===== config.mk =====
export PLATFORM = sky130hd
export DESIGN_NAME = adc_trig_sel
export DESIGN_NICKNAME = d
export VERILOG_FILES = /design/src/rtl/adc_trig_pkg.sv /design/src/rtl/adc_trig_edge.sv /design/src/rtl/adc_trig_pin_route.sv /design/src/rtl/adc_trig_sel.sv
export SDC_FILE = /design/constraint.sdc
export NUM_CORES = 1
export LEC_CHECK = 0
export BUFFER_PORTS_ARGS = -buffer_cell sky130_fd_sc_hd__buf_2
export CORE_AREA = 2 2 39 41
export CTS_CLUSTER_SIZE = 24
export DETAILED_ROUTE_END_ITERATION = 7
export DIE_AREA = 0 0 41 43
export PLACE_DENSITY = 0.48
export SETUP_SLACK_MARGIN = 0.2
export SLEW_MARGIN = 15
export SYNTH_ARGS = -nofsm -noshare
export SYNTH_HDL_FRONTEND = slang
export SYNTH_SLANG_ARGS = --single-unit

===== constraint.sdc =====
create_clock -name clk -period 2.15 [get_ports clk]
set_input_delay 0.43 -clock clk [delete_from_list [all_inputs] [get_ports clk]]
set_output_delay 0.43 -clock clk [all_outputs]
set_load 0.02 [all_outputs]

===== src/rtl/adc_trig_pkg.sv =====
package adc_trig_pkg;

    localparam int unsigned NUM_CH  = 4;
    localparam int unsigned SRC_W   = 2;

    typedef enum logic [SRC_W-1:0] {
        SRC_NONE0 = 2'b00,
        SRC_NONE1 = 2'b01,
        SRC_TIMER = 2'b10,
        SRC_EXT   = 2'b11
    } src_e;

    typedef enum logic {
        EDGE_RISE = 1'b0,
        EDGE_FALL = 1'b1
    } edge_e;

    typedef struct packed {
        logic level;
        logic usable;
    } pin_t;

    function automatic logic any_enabled(input logic [NUM_CH-1:0] hits,
                                         input logic [NUM_CH-1:0] en);
        return |(hits & en);
    endfunction

endpackage


===== src/rtl/adc_trig_edge.sv =====
module adc_trig_edge
    import adc_trig_pkg::*;
#(
    parameter int unsigned W   = 1,
    parameter edge_e       POL = EDGE_RISE
) (
    input  logic         clk,
    input  logic         rst,
    input  logic         resync,
    input  logic [W-1:0] din,
    output logic [W-1:0] hit
);

    logic [W-1:0] prev_q;
    logic [W-1:0] raw;

    // History always follows the input; reset simply reloads current levels.
    always_ff @(posedge clk) begin
        prev_q <= din;
    end

    generate
        if (POL == EDGE_RISE) begin : g_rise
            assign raw = din & ~prev_q;
        end else begin : g_fall
            assign raw = prev_q & ~din;
        end
    endgenerate

    assign hit = (resync || rst) ? '0 : raw;

endmodule


===== src/rtl/adc_trig_pin_route.sv =====
module adc_trig_pin_route
    import adc_trig_pkg::*;
(
    input  logic pin_port_a,
    input  logic pin_port_b,
    input  logic pin_sel,
    input  logic dir_a,
    input  logic dir_b,
    input  logic pin_irq_en,
    output pin_t pin
);

    always_comb begin
        pin.level  = pin_sel ? pin_port_b : pin_port_a;
        pin.usable = pin_irq_en && !(pin_sel ? dir_b : dir_a);
    end

endmodule


===== src/rtl/adc_trig_sel.sv =====
module adc_trig_sel
    import adc_trig_pkg::*;
(
    input  logic              clk,
    input  logic              rst,
    input  logic [SRC_W-1:0]  src_sel,
    input  logic              armed,
    input  logic [NUM_CH-1:0] cmp_flag,
    input  logic [NUM_CH-1:0] cmp_en,
    input  logic              pin_port_a,
    input  logic              pin_port_b,
    input  logic              pin_sel,
    input  logic              dir_a,
    input  logic              dir_b,
    input  logic              pin_irq_en,
    output logic              start_pulse
);

    logic [SRC_W-1:0]  src_q;
    logic              psel_q;
    logic              cfg_changed;
    logic [NUM_CH-1:0] tmr_rise;
    logic              pin_fall;
    pin_t              pin;
    logic              tmr_hit;
    logic              ext_hit;
    logic              start_d;
    logic              start_q;

    always_ff @(posedge clk) begin
        src_q  <= src_sel;
        psel_q <= pin_sel;
    end

    assign cfg_changed = (src_sel != src_q) || (pin_sel != psel_q);

    adc_trig_pin_route u_route (
        .pin_port_a (pin_port_a),
        .pin_port_b (pin_port_b),
        .pin_sel    (pin_sel),
        .dir_a      (dir_a),
        .dir_b      (dir_b),
        .pin_irq_en (pin_irq_en),
        .pin        (pin)
    );

    adc_trig_edge #(.W(NUM_CH), .POL(EDGE_RISE)) u_tmr_edge (
        .clk    (clk),
        .rst    (rst),
        .resync (cfg_changed),
        .din    (cmp_flag),
        .hit    (tmr_rise)
    );

    adc_trig_edge #(.W(1), .POL(EDGE_FALL)) u_pin_edge (
        .clk    (clk),
        .rst    (rst),
        .resync (cfg_changed),
        .din    (pin.level),
        .hit    (pin_fall)
    );

    assign tmr_hit = any_enabled(tmr_rise, cmp_en);
    assign ext_hit = pin_fall && pin.usable;

    always_comb begin
        start_d = 1'b0;
        case (src_e'(src_sel))
            SRC_TIMER: start_d = tmr_hit;
            SRC_EXT:   start_d = ext_hit;
            default:   start_d = 1'b0;
        endcase
        start_d = start_d && armed;
    end

    always_ff @(posedge clk) begin
        if (rst) begin
            start_q <= 1'b0;
        end else begin
            start_q <= start_d;
        end
    end

    assign start_pulse = start_q;

endmodule


==> impl_metrics.csv, run 1 <==
group,metric,value,unit
run_status,status,"finished, final reports clean",
synthesis,yosys_register_bits,9,
sta,min_period,1.146,ns
final_layout,antenna_cells,0,
critical_path,crit_type,"reg2out",
critical_path,worst_setup_path_end_kind,"output pin",
clock_network,cts_resized,0,
clock_network,cts.hold.buffers_added,0,
critical_path,cp_num_buf_inv,1,
routing,drtPass1Iterations,2,
critical_path,cp_top_family,"flip-flops",
global_route,grt_pass1_vias,259,
placed_design,placed_area,402.9,um2
critical_path,cp_data_required_time,1.72,ns
final_layout,post-route-cell-area,429.2,um2
clock_network,htreeDepth,1,
critical_path,timing.rr.start,"u_tmr_edge.prev_q[3]$_DFF_P_",
die,core-area,1384,um2
critical_path,cpMaxStageDelayCell,"dfxtp_1",
synthesis,syn-cell-area,287.8,um2
min_path,hold_start,"cmp_flag[1]",
die,die_x,41,um
placed_design,place_congestion,0.6620,
global_route,antenna_found_initial,0,
sta,slew_violations,0,
critical_path,cpPeakStageDelay,0.31,ns
die,dieArea,1763,um2
synthesis,yosysWarningCount,0,
sta,timing.fmax,0.8724,GHz
global_route,grt_pass1_wl,924,um
power_and_ir_drop,power.leakage,0.2034,nW
clock_network,post_cts_buffers,0,
synthesis,synth_nets,44,
synthesis,ys_seq_area_share,62.61,%
routing,wirelength,593,um
critical_path,critPathLaunch,"start_pulse$_SDFF_PP0_",
sta,period_share,53.32,%
power_and_ir_drop,power.density,774.7,nW/um2
die,start_util,20.80,%
routing,drtAntennaViolNets,0,
global_route,grt_use_total,8.669,%
synthesis,postSynthAreaPerCell,11.51,um2
clock_network,clock_latency,0.25,ns
final_layout,nNetsFinal,68,
clock_network,cts_made_buffers,3,
critical_path,cp_cell_sequence,"buf_2",
final_layout,final_common_cell,"buf_2",
final_layout,utilization,31.01,%
critical_path,critPathMaxFanout,1,
routing,drc,0,
routing,vias,256,
synthesis,synth_cell_types,12,
synthesis,netlist_top_cells_area,"dfxtp_1 (63%), nand2_1 (6.5%), mux2_4 (5.2%)",
synthesis,yosys.area.top_type_share,62.61,%
routing,vias_per_cell,4.000,
critical_path,start_kind,"flop",
global_route,grt_overflow,0,
die,num_rows,14,
sta,report.final.setup_viol,0,
final_layout,layout_common_cells,"buf_2 (19), dfxtp_1 (9), nand2_1 (5)",
sta,setup_tns,0,ns
synthesis,yosysTopAreaCell,"dfxtp_1",
routing,wl_per_cell,9.266,um
clock_network,cts_buffer_depth,2,
clock_network,root_buffer,"clkbuf_4",
sta,finClkSkew,0.0004393,ns
sta,rsz0062_at_grt,"no",
power_and_ir_drop,peakVddDrop,276.7,uV
routing,first_iter_violations,1,
critical_path,crit_arrival,0.72,ns
clock_network,cts_tree,"done",
final_layout,drive_gt1_share,52.08,%
sta,slew_headroom,82.87,%
sta,tightest_slew,0.2543,ns
placed_design,numPortBuffers,19,
clock_network,cts_sinks,9,
sta,hold_viol,0,
clock_network,clkSlewWorstSetupHoldPaths,0.06,ns
min_path,hold_class,"in2reg",
die,die-height,43,um
job,cap_violations,0,
die,ios,20,
synthesis,syn_inst,25,
final_layout,area_growth,49.13,%
global_route,grt_max_degree,6,
==> flip-flops by register name (all words and copies together) (netlist names) <==
register	count
u_tmr_edge.prev_q	4
src_q	2
psel_q	1
start_pulse	1
u_pin_edge.prev_q	1
==> through the flow <==
step           instances  setup slack [ns]  hold slack, ns  power, mW
6_report              64             1.004          0.2929     0.3325
5_1_grt               64            0.9639          0.2759     0.3579
4_1_cts               64            0.9864          0.2810     0.3408
3_5_place_dp          60            0.8374          0.4764     0.2126
3_3_place_gp          60            0.8740          0.4893     0.2123
2_1_floorplan         25             1.053          0.4577     0.1923
==> per-layer routing <==
| metal | up-vias | share of wire (%) | routed length [um] | track usage, % |
|---|---|---|---|---|
| met5 | - | 0 | 0 | 0 |
| met4 | 0 | 0 | 0 | 8.000 |
| met3 | 0 | 18 | 108 | 5.759 |
| met2 | 19 | 38 | 227 | 10.00 |
| met1 | 102 | 43 | 257 | 10.10 |
| li1 | 135 | - | - | - |
==> cell families after synthesis <==
logic type       share of synthesized area [%]
flip-flops                               62.61
AND/OR/NAND/NOR                          15.22
AO/OA/AOI/OAI                            10.43
multiplexers                             8.694
XOR/XNOR                                 3.044
==> worst paths after layout <==
kind,endpoint,slack [ns],cells past startpoint
worst max-delay path,start_pulse,1.00,1
worst min-delay path,u_tmr_edge.prev_q[1]$_DFF_P_,0.29,1
worst max register to register,start_pulse$_SDFF_PP0_,1.26,3
worst min register to register,start_pulse$_SDFF_PP0_,0.48,2
==> area by class of cell <==
class                      count  area (um2)
multi-input combinational     16       107.6
timing repair buffer          19       95.09
fill                         145       954.7
clock buffer                   4       26.28
sequential                     9       180.2
tap                           16       20.02
==> synthesized netlist by cell type <==
library cell and number:
nand4b_1 1, nor2_1 1, a211oi_2 1, dfxtp_1 9
xor2_1 1, nor2_2 1, o21ai_0 1, mux2_4 1
nand2_1 5, nand4_1 1, o22ai_1 2, mux2i_1 1
==> where the power goes <==
group          leakage [nW]  switching, mW  internal (mW)
clock network        0.0150         0.0530         0.0711
registers            0.0756        0.00240          0.175
logic                 0.113         0.0120         0.0186
total                 0.203         0.0673          0.265
Note: power is estimated with default switching activity, not from simulation.
==> run 2: changes to the inputs <==
--- a/config.mk
+++ b/config.mk
@@ -10,7 +10,7 @@
 export CTS_CLUSTER_SIZE = 24
 export DETAILED_ROUTE_END_ITERATION = 7
 export DIE_AREA = 0 0 41 43
-export PLACE_DENSITY = 0.48
+export PLACE_DENSITY = 0.5
 export SETUP_SLACK_MARGIN = 0.2
 export SLEW_MARGIN = 15
 export SYNTH_ARGS = -nofsm -noshare
==> constraint.sdc (replaced) <==
create_clock -name clk -period 1 [get_ports clk]
set_input_delay 0.2 -clock clk [delete_from_list [all_inputs] [get_ports clk]]
set_output_delay 0.2 -clock clk [all_outputs]
set_load 0.02 [all_outputs]
==> run 2 against run 1 <==
Against the previous run:
- global-route usage is 0.39 points higher
- largest cell class unchanged
- clock-buffer cell count stayed put
- final area is 7.6% higher
- critical path type unchanged
- clock power is 120% higher
- highest routed layer unchanged
- total power is 120% higher
==> impl_metrics.csv, run 2 (synthesized netlist as in run 1, its figures left out) <==
group,metric,value,unit
clock_network,cts_tree,"done",
routing,first_iter_violations,1,
clock_network,root_buffer,"clkbuf_4",
critical_path,cp_top_family,"flip-flops",
clock_network,cts_made_buffers,3,
die,core-area,1384,um2
routing,drtAntennaViolNets,0,
placed_design,place_congestion,0.6142,
power_and_ir_drop,power,0.7324,mW
sta,rsz0062_at_grt,"yes",
sta,hold_viol,0,
critical_path,cp_data_required_time,0.80,ns
power_and_ir_drop,netSwitchingFraction,21.22,%
final_layout,reg.largest.list,"u_tmr_edge.prev_q (4), src_q (2)",
power_and_ir_drop,peakVddDrop,694.1,uV
sta,timing.fmax,1.125,GHz
routing,drtPass1Iterations,2,
sta,report.final.setup_viol,0,
sta,period_share,88.87,%
global_route,grt_pass1_vias,270,
routing,vias,260,
global_route,grt_max_degree,6,
sta,tightest_slew,0.1820,ns
global_route,grt_overflow,0,
placed_design,numPortBuffers,19,
sta,min_period,0.8887,ns
final_layout,largest_reg_flops,4,
critical_path,cpPeakStageDelay,0.31,ns
critical_path,cpMaxStageDelayCell,"dfxtp_2",
job,cap_violations,0,
routing,wirelength,649,um
clock_network,cts_buffer_depth,2,
critical_path,cp_num_buf_inv,1,
clock_network,clkSlewWorstSetupHoldPaths,0.06,ns
min_path,hold_class,"in2reg",
die,die-height,43,um
clock_network,cts_sinks,9,
power_and_ir_drop,power.net_switching,0.1554,mW
power_and_ir_drop,pwr-share-clk,37.0,%
critical_path,critPathMaxFanout,1,
final_layout,area_growth,60.43,%
die,ios,20,
die,num_rows,14,
final_layout,antenna_cells,0,
clock_network,cts.hold.buffers_added,0,
power_and_ir_drop,power.density,1586,nW/um2
die,start_util,20.80,%
final_layout,layout_common_cells,"buf_2 (18), dfxtp_1 (7), nand2_1 (5)",
placed_design,placed_area,410.4,um2
sta,slew_violations,0,
final_layout,largest-register,"u_tmr_edge.prev_q",
routing,drc,0,
routing,wl_per_cell,9.985,um
clock_network,clock_latency,0.25,ns
routing,vias_per_cell,4.000,
placed_design,dp_hpwl,531.8,um
sta,setup_tns,0,ns
die,die_x,41,um
power_and_ir_drop,power.share.sequential,52.5,%
final_layout,drive_gt1_share,63.27,%
final_layout,final_common_cell,"buf_2",
critical_path,cp_cell_sequence,"buf_6",
power_and_ir_drop,internal_power,0.5770,mW
global_route,antenna_found_initial,0,
power_and_ir_drop,power.leakage,0.2135,nW
die,dieArea,1763,um2
sta,finClkSkew,0.003123,ns
power_and_ir_drop,pwr-share-comb,10.5,%
final_layout,post-route-cell-area,461.7,um2
sta,slew_headroom,87.83,%
final_layout,nNetsFinal,69,
global_route,grt_pass1_wl,1.021,mm
critical_path,crit_arrival,0.69,ns
global_route,grt_use_total,9.063,%
critical_path,start_kind,"flop",
run_status,status,"finished, final reports clean",
critical_path,crit_type,"reg2out",
clock_network,htreeDepth,1,
critical_path,worst_setup_path_end_kind,"output pin",
[run 2: cell types whose count changed in the layout (fill, tap and decap cells not counted)]
cell	change
buf_2	-1
buf_4	+1
buf_6	+1
dfxtp_1	-2
dfxtp_2	+2
o21ai_0	-1
o21ai_2	+1
o22ai_1	-2
o22ai_2	+2
[run 2: through the flow]
step	std cells	utilization, %	setup slack [ns]	hold WS (ns)
global route	65	33.36	0.06831	0.05073
CTS	65	32.19	0.1027	0.05159
detailed placement	61	29.66	-0.01367	0.3217
floorplan	25	-	0.1564	0.2277
finish	65	33.36	0.1113	0.05815
global placement	61	29.66	0.01441	0.3198
[run 2: final cells by class]
type | instances | area (um2)
clock buffers | 4 | 26.28
well taps | 16 | 20.02
fillers | 152 | 922.1
repair buffers | 20 | 108.9
multi-input cells | 16 | 123.9
flip-flops and latches | 9 | 182.7
[run 2: worst paths after layout]
kind	startpoint	end	slack (ns)	cells after the start
max	start_pulse$_SDFF_PP0_	start_pulse	0.11	1
min	cmp_flag[2]	u_tmr_edge.prev_q[2]$_DFF_P_	0.06	1
max reg2reg	u_tmr_edge.prev_q[3]$_DFF_P_	start_pulse$_SDFF_PP0_	0.15	3
min reg2reg	src_q[1]$_DFF_P_	start_pulse$_SDFF_PP0_	0.49	2
[run 2: per-layer routing]
layer | part of all wire [%] | wire (um) | global-route usage, % | up-vias
met5 | 0 | 0 | 0 | -
met4 | 0 | 0 | 6.000 | 0
met3 | 13 | 84 | 4.712 | 0
met2 | 39 | 253 | 12.50 | 20
met1 | 48 | 311 | 10.39 | 105
li1 | - | - | - | 135
[run 2: power by group through the flow]
stage / Sequential, mW / Clock [mW] / Combinational [mW]
floorplan: 0.389 / 0 / 0.0242
CTS: 0.383 / 0.282 / 0.0727
detailed placement: 0.390 / 0 / 0.0715
global route: 0.386 / 0.301 / 0.0875
global placement: 0.390 / 0 / 0.0699
finish: 0.384 / 0.271 / 0.0773
[run 2: timing repair]
action / 4_1_cts / 5_1_grt
pin swaps: 4 / 3
resized for setup: 5 / 3
endpoints found under the setup margin: 2 / 2
buffers inserted: 0 / 0
==> run 3: changes to the inputs <==
--- a/config.mk
+++ b/config.mk
@@ -10,7 +10,7 @@
 export CTS_CLUSTER_SIZE = 24
 export DETAILED_ROUTE_END_ITERATION = 7
 export DIE_AREA = 0 0 41 43
-export PLACE_DENSITY = 0.5
+export PLACE_DENSITY = 0.48
 export SETUP_SLACK_MARGIN = 0.2
 export SLEW_MARGIN = 15
 export SYNTH_ARGS = -nofsm -noshare
==> constraint.sdc (replaced) <==
create_clock -name clk -period 1.1 [get_ports clk]
set_input_delay 0.22 -clock clk [delete_from_list [all_inputs] [get_ports clk]]
set_output_delay 0.22 -clock clk [all_outputs]
set_load 0.02 [all_outputs]
==> run 3 against run 2 <==
Against the previous run:
- routed wire length is 11% lower
- via count grew 2.3%
- critical path depth unchanged
- critical path type unchanged
- highest routed layer unchanged
- worst setup slack better by 0.077 ns
- final area decreased by 3.8%
==> impl_metrics.csv, run 3 (synthesized netlist as in run 1, its figures left out) <==
group,metric,value,unit
run_status,status,"finished, final reports clean",
sta,slew_violations,0,
critical_path,crit_arrival,0.69,ns
routing,wl_per_cell,8.846,um
die,ios,20,
critical_path,start_kind,"flop",
sta,slew_headroom,89.67,%
final_layout,largest-register,"u_tmr_edge.prev_q",
critical_path,cpMaxStageDelayCell,"dfxtp_2",
global_route,met3_usage,7.853,%
routing,wirelength,575,um
clock_network,cts.hold.buffers_added,0,
final_layout,nNetsFinal,69,
clock_network,root_buffer,"clkbuf_4",
final_layout,antenna_cells,0,
sta,period_share,82.88,%
critical_path,critPathMaxFanout,1,
critical_path,cp_data_required_time,0.88,ns
job,cap_violations,0,
global_route,grt_max_degree,6,
critical_path,cp_num_buf_inv,1,
placed_design,placed_area,410.4,um2
global_route,grt_overflow,0,
global_route,grt_pass1_vias,253,
die,start_util,20.80,%
critical_path,cp_top_family,"flip-flops",
final_layout,final_common_cell,"buf_2",
sta,rsz0062_at_grt,"yes",
routing,vias_per_cell,4.092,
placed_design,numPortBuffers,19,
clock_network,cts_made_buffers,3,
sta,min_period,0.9117,ns
global_route,top_usage_layer,"met2",
final_layout,largest_reg_flops,4,
power_and_ir_drop,peakVddDrop,593.7,uV
die,core-area,1384,um2
routing,drc,0,
clock_network,clkSlewWorstSetupHoldPaths,0.06,ns
sta,finClkSkew,0.003908,ns
die,die-height,43,um
final_layout,drive_gt1_share,55.10,%
placed_design,place_congestion,0.6018,
sta,setup_tns,0,ns
global_route,grt_use_total,8.249,%
sta,fin_ws,0.1883,ns
critical_path,worst_setup_path_end_kind,"output pin",
critical_path,cp_cell_sequence,"buf_6",
sta,hold_viol,0,
final_layout,layout_common_cells,"buf_2 (18), dfxtp_1 (8), nand2_1 (5)",
critical_path,critPathLaunch,"start_pulse$_SDFF_PP0_",
routing,vias,266,
sta,report.final.setup_viol,0,
global_route,use_met2,10.94,%
global_route,grt_use_met1,8.414,%
routing,first_iter_violations,2,
clock_network,cts_sinks,9,
power_and_ir_drop,power.leakage,0.2093,nW
sta,timing.fmax,1.097,GHz
clock_network,cts_tree,"done",
placed_design,post-place-ws,0.05198,ns
final_layout,reg.largest.list,"u_tmr_edge.prev_q (4), src_q (2)",
clock_network,cts_buffer_depth,2,
die,dieArea,1763,um2
critical_path,timing.rr.start,"u_tmr_edge.prev_q[3]$_DFF_P_",
min_path,hold_class,"in2reg",
global_route,antenna_found_initial,0,
critical_path,cpPeakStageDelay,0.31,ns
final_layout,post-route-cell-area,444.2,um2
die,die_x,41,um
routing,drtPass1Iterations,2,
critical_path,crit_type,"reg2out",
final_layout,area_growth,54.35,%
global_route,grt_pass1_wl,903,um
min_path,hold_start,"src_sel[1]",
clock_network,clock_latency,0.26,ns
clock_network,htreeDepth,1,
power_and_ir_drop,power.density,1486,nW/um2
die,num_rows,14,
routing,drtAntennaViolNets,0,
sta,tightest_slew,0.1539,ns
## run 3: cell counts in the layout (fill, tap and decap cells not counted)
No cell type changed its count.
## run 3: per-layer routing
| metal | part of all wire (%) | vias to the layer above | wire, um |
|---|---|---|---|
| met2 | 38 | 23 | 217 |
| met4 | 0 | 0 | 0 |
| li1 | - | 137 | - |
| met5 | 0 | - | 0 |
| met3 | 18 | 0 | 101 |
| met1 | 45 | 106 | 257 |
## run 3: what timing repair did
action	in CTS	in global routing
pin swaps	0	1
buffers inserted	0	0
gates resized for setup	3	1
endpoints found under the setup margin	1	2
## run 3: layout make-up
| cell class | count | area [um2] |
|---|---|---|
| tap | 16 | 20.02 |
| fill | 153 | 939.7 |
| sequential | 9 | 181.4 |
| timing repair buffer | 20 | 108.9 |
| clock buffer | 4 | 26.28 |
| multi-input combinational | 16 | 107.6 |
## run 3: power breakdown
| group | internal, mW | switching (mW) | leakage (nW) |
|---|---|---|---|
| registers | 0.343 | 0.00462 | 0.0761 |
| logic | 0.0390 | 0.0240 | 0.118 |
| clock network | 0.139 | 0.110 | 0.0150 |
## run 3: path summary, 6_finish.rpt
path / end / slack [ns] / cells past startpoint
worst max-delay path: start_pulse / 0.19 / 1
worst max register to register: start_pulse$_SDFF_PP0_ / 0.25 / 3
worst min register to register: start_pulse$_SDFF_PP0_ / 0.49 / 2
worst min-delay path: src_q[1]$_DFF_P_ / 0.08 / 1
## run 3: through the flow
| step | util, % | hold slack, ns | power [mW] | instances |
|---|---|---|---|---|
| after global routing | 32.10 | 0.06168 | 0.7034 | 65 |
| after CTS | 32.10 | 0.06753 | 0.6750 | 65 |
| after global placement | 29.66 | 0.3397 | 0.4180 | 61 |
| after floorplan | - | 0.2477 | 0.3759 | 25 |
| final | 32.10 | 0.07879 | 0.6602 | 65 |
| after detailed placement | 29.66 | 0.3421 | 0.4181 | 61 |
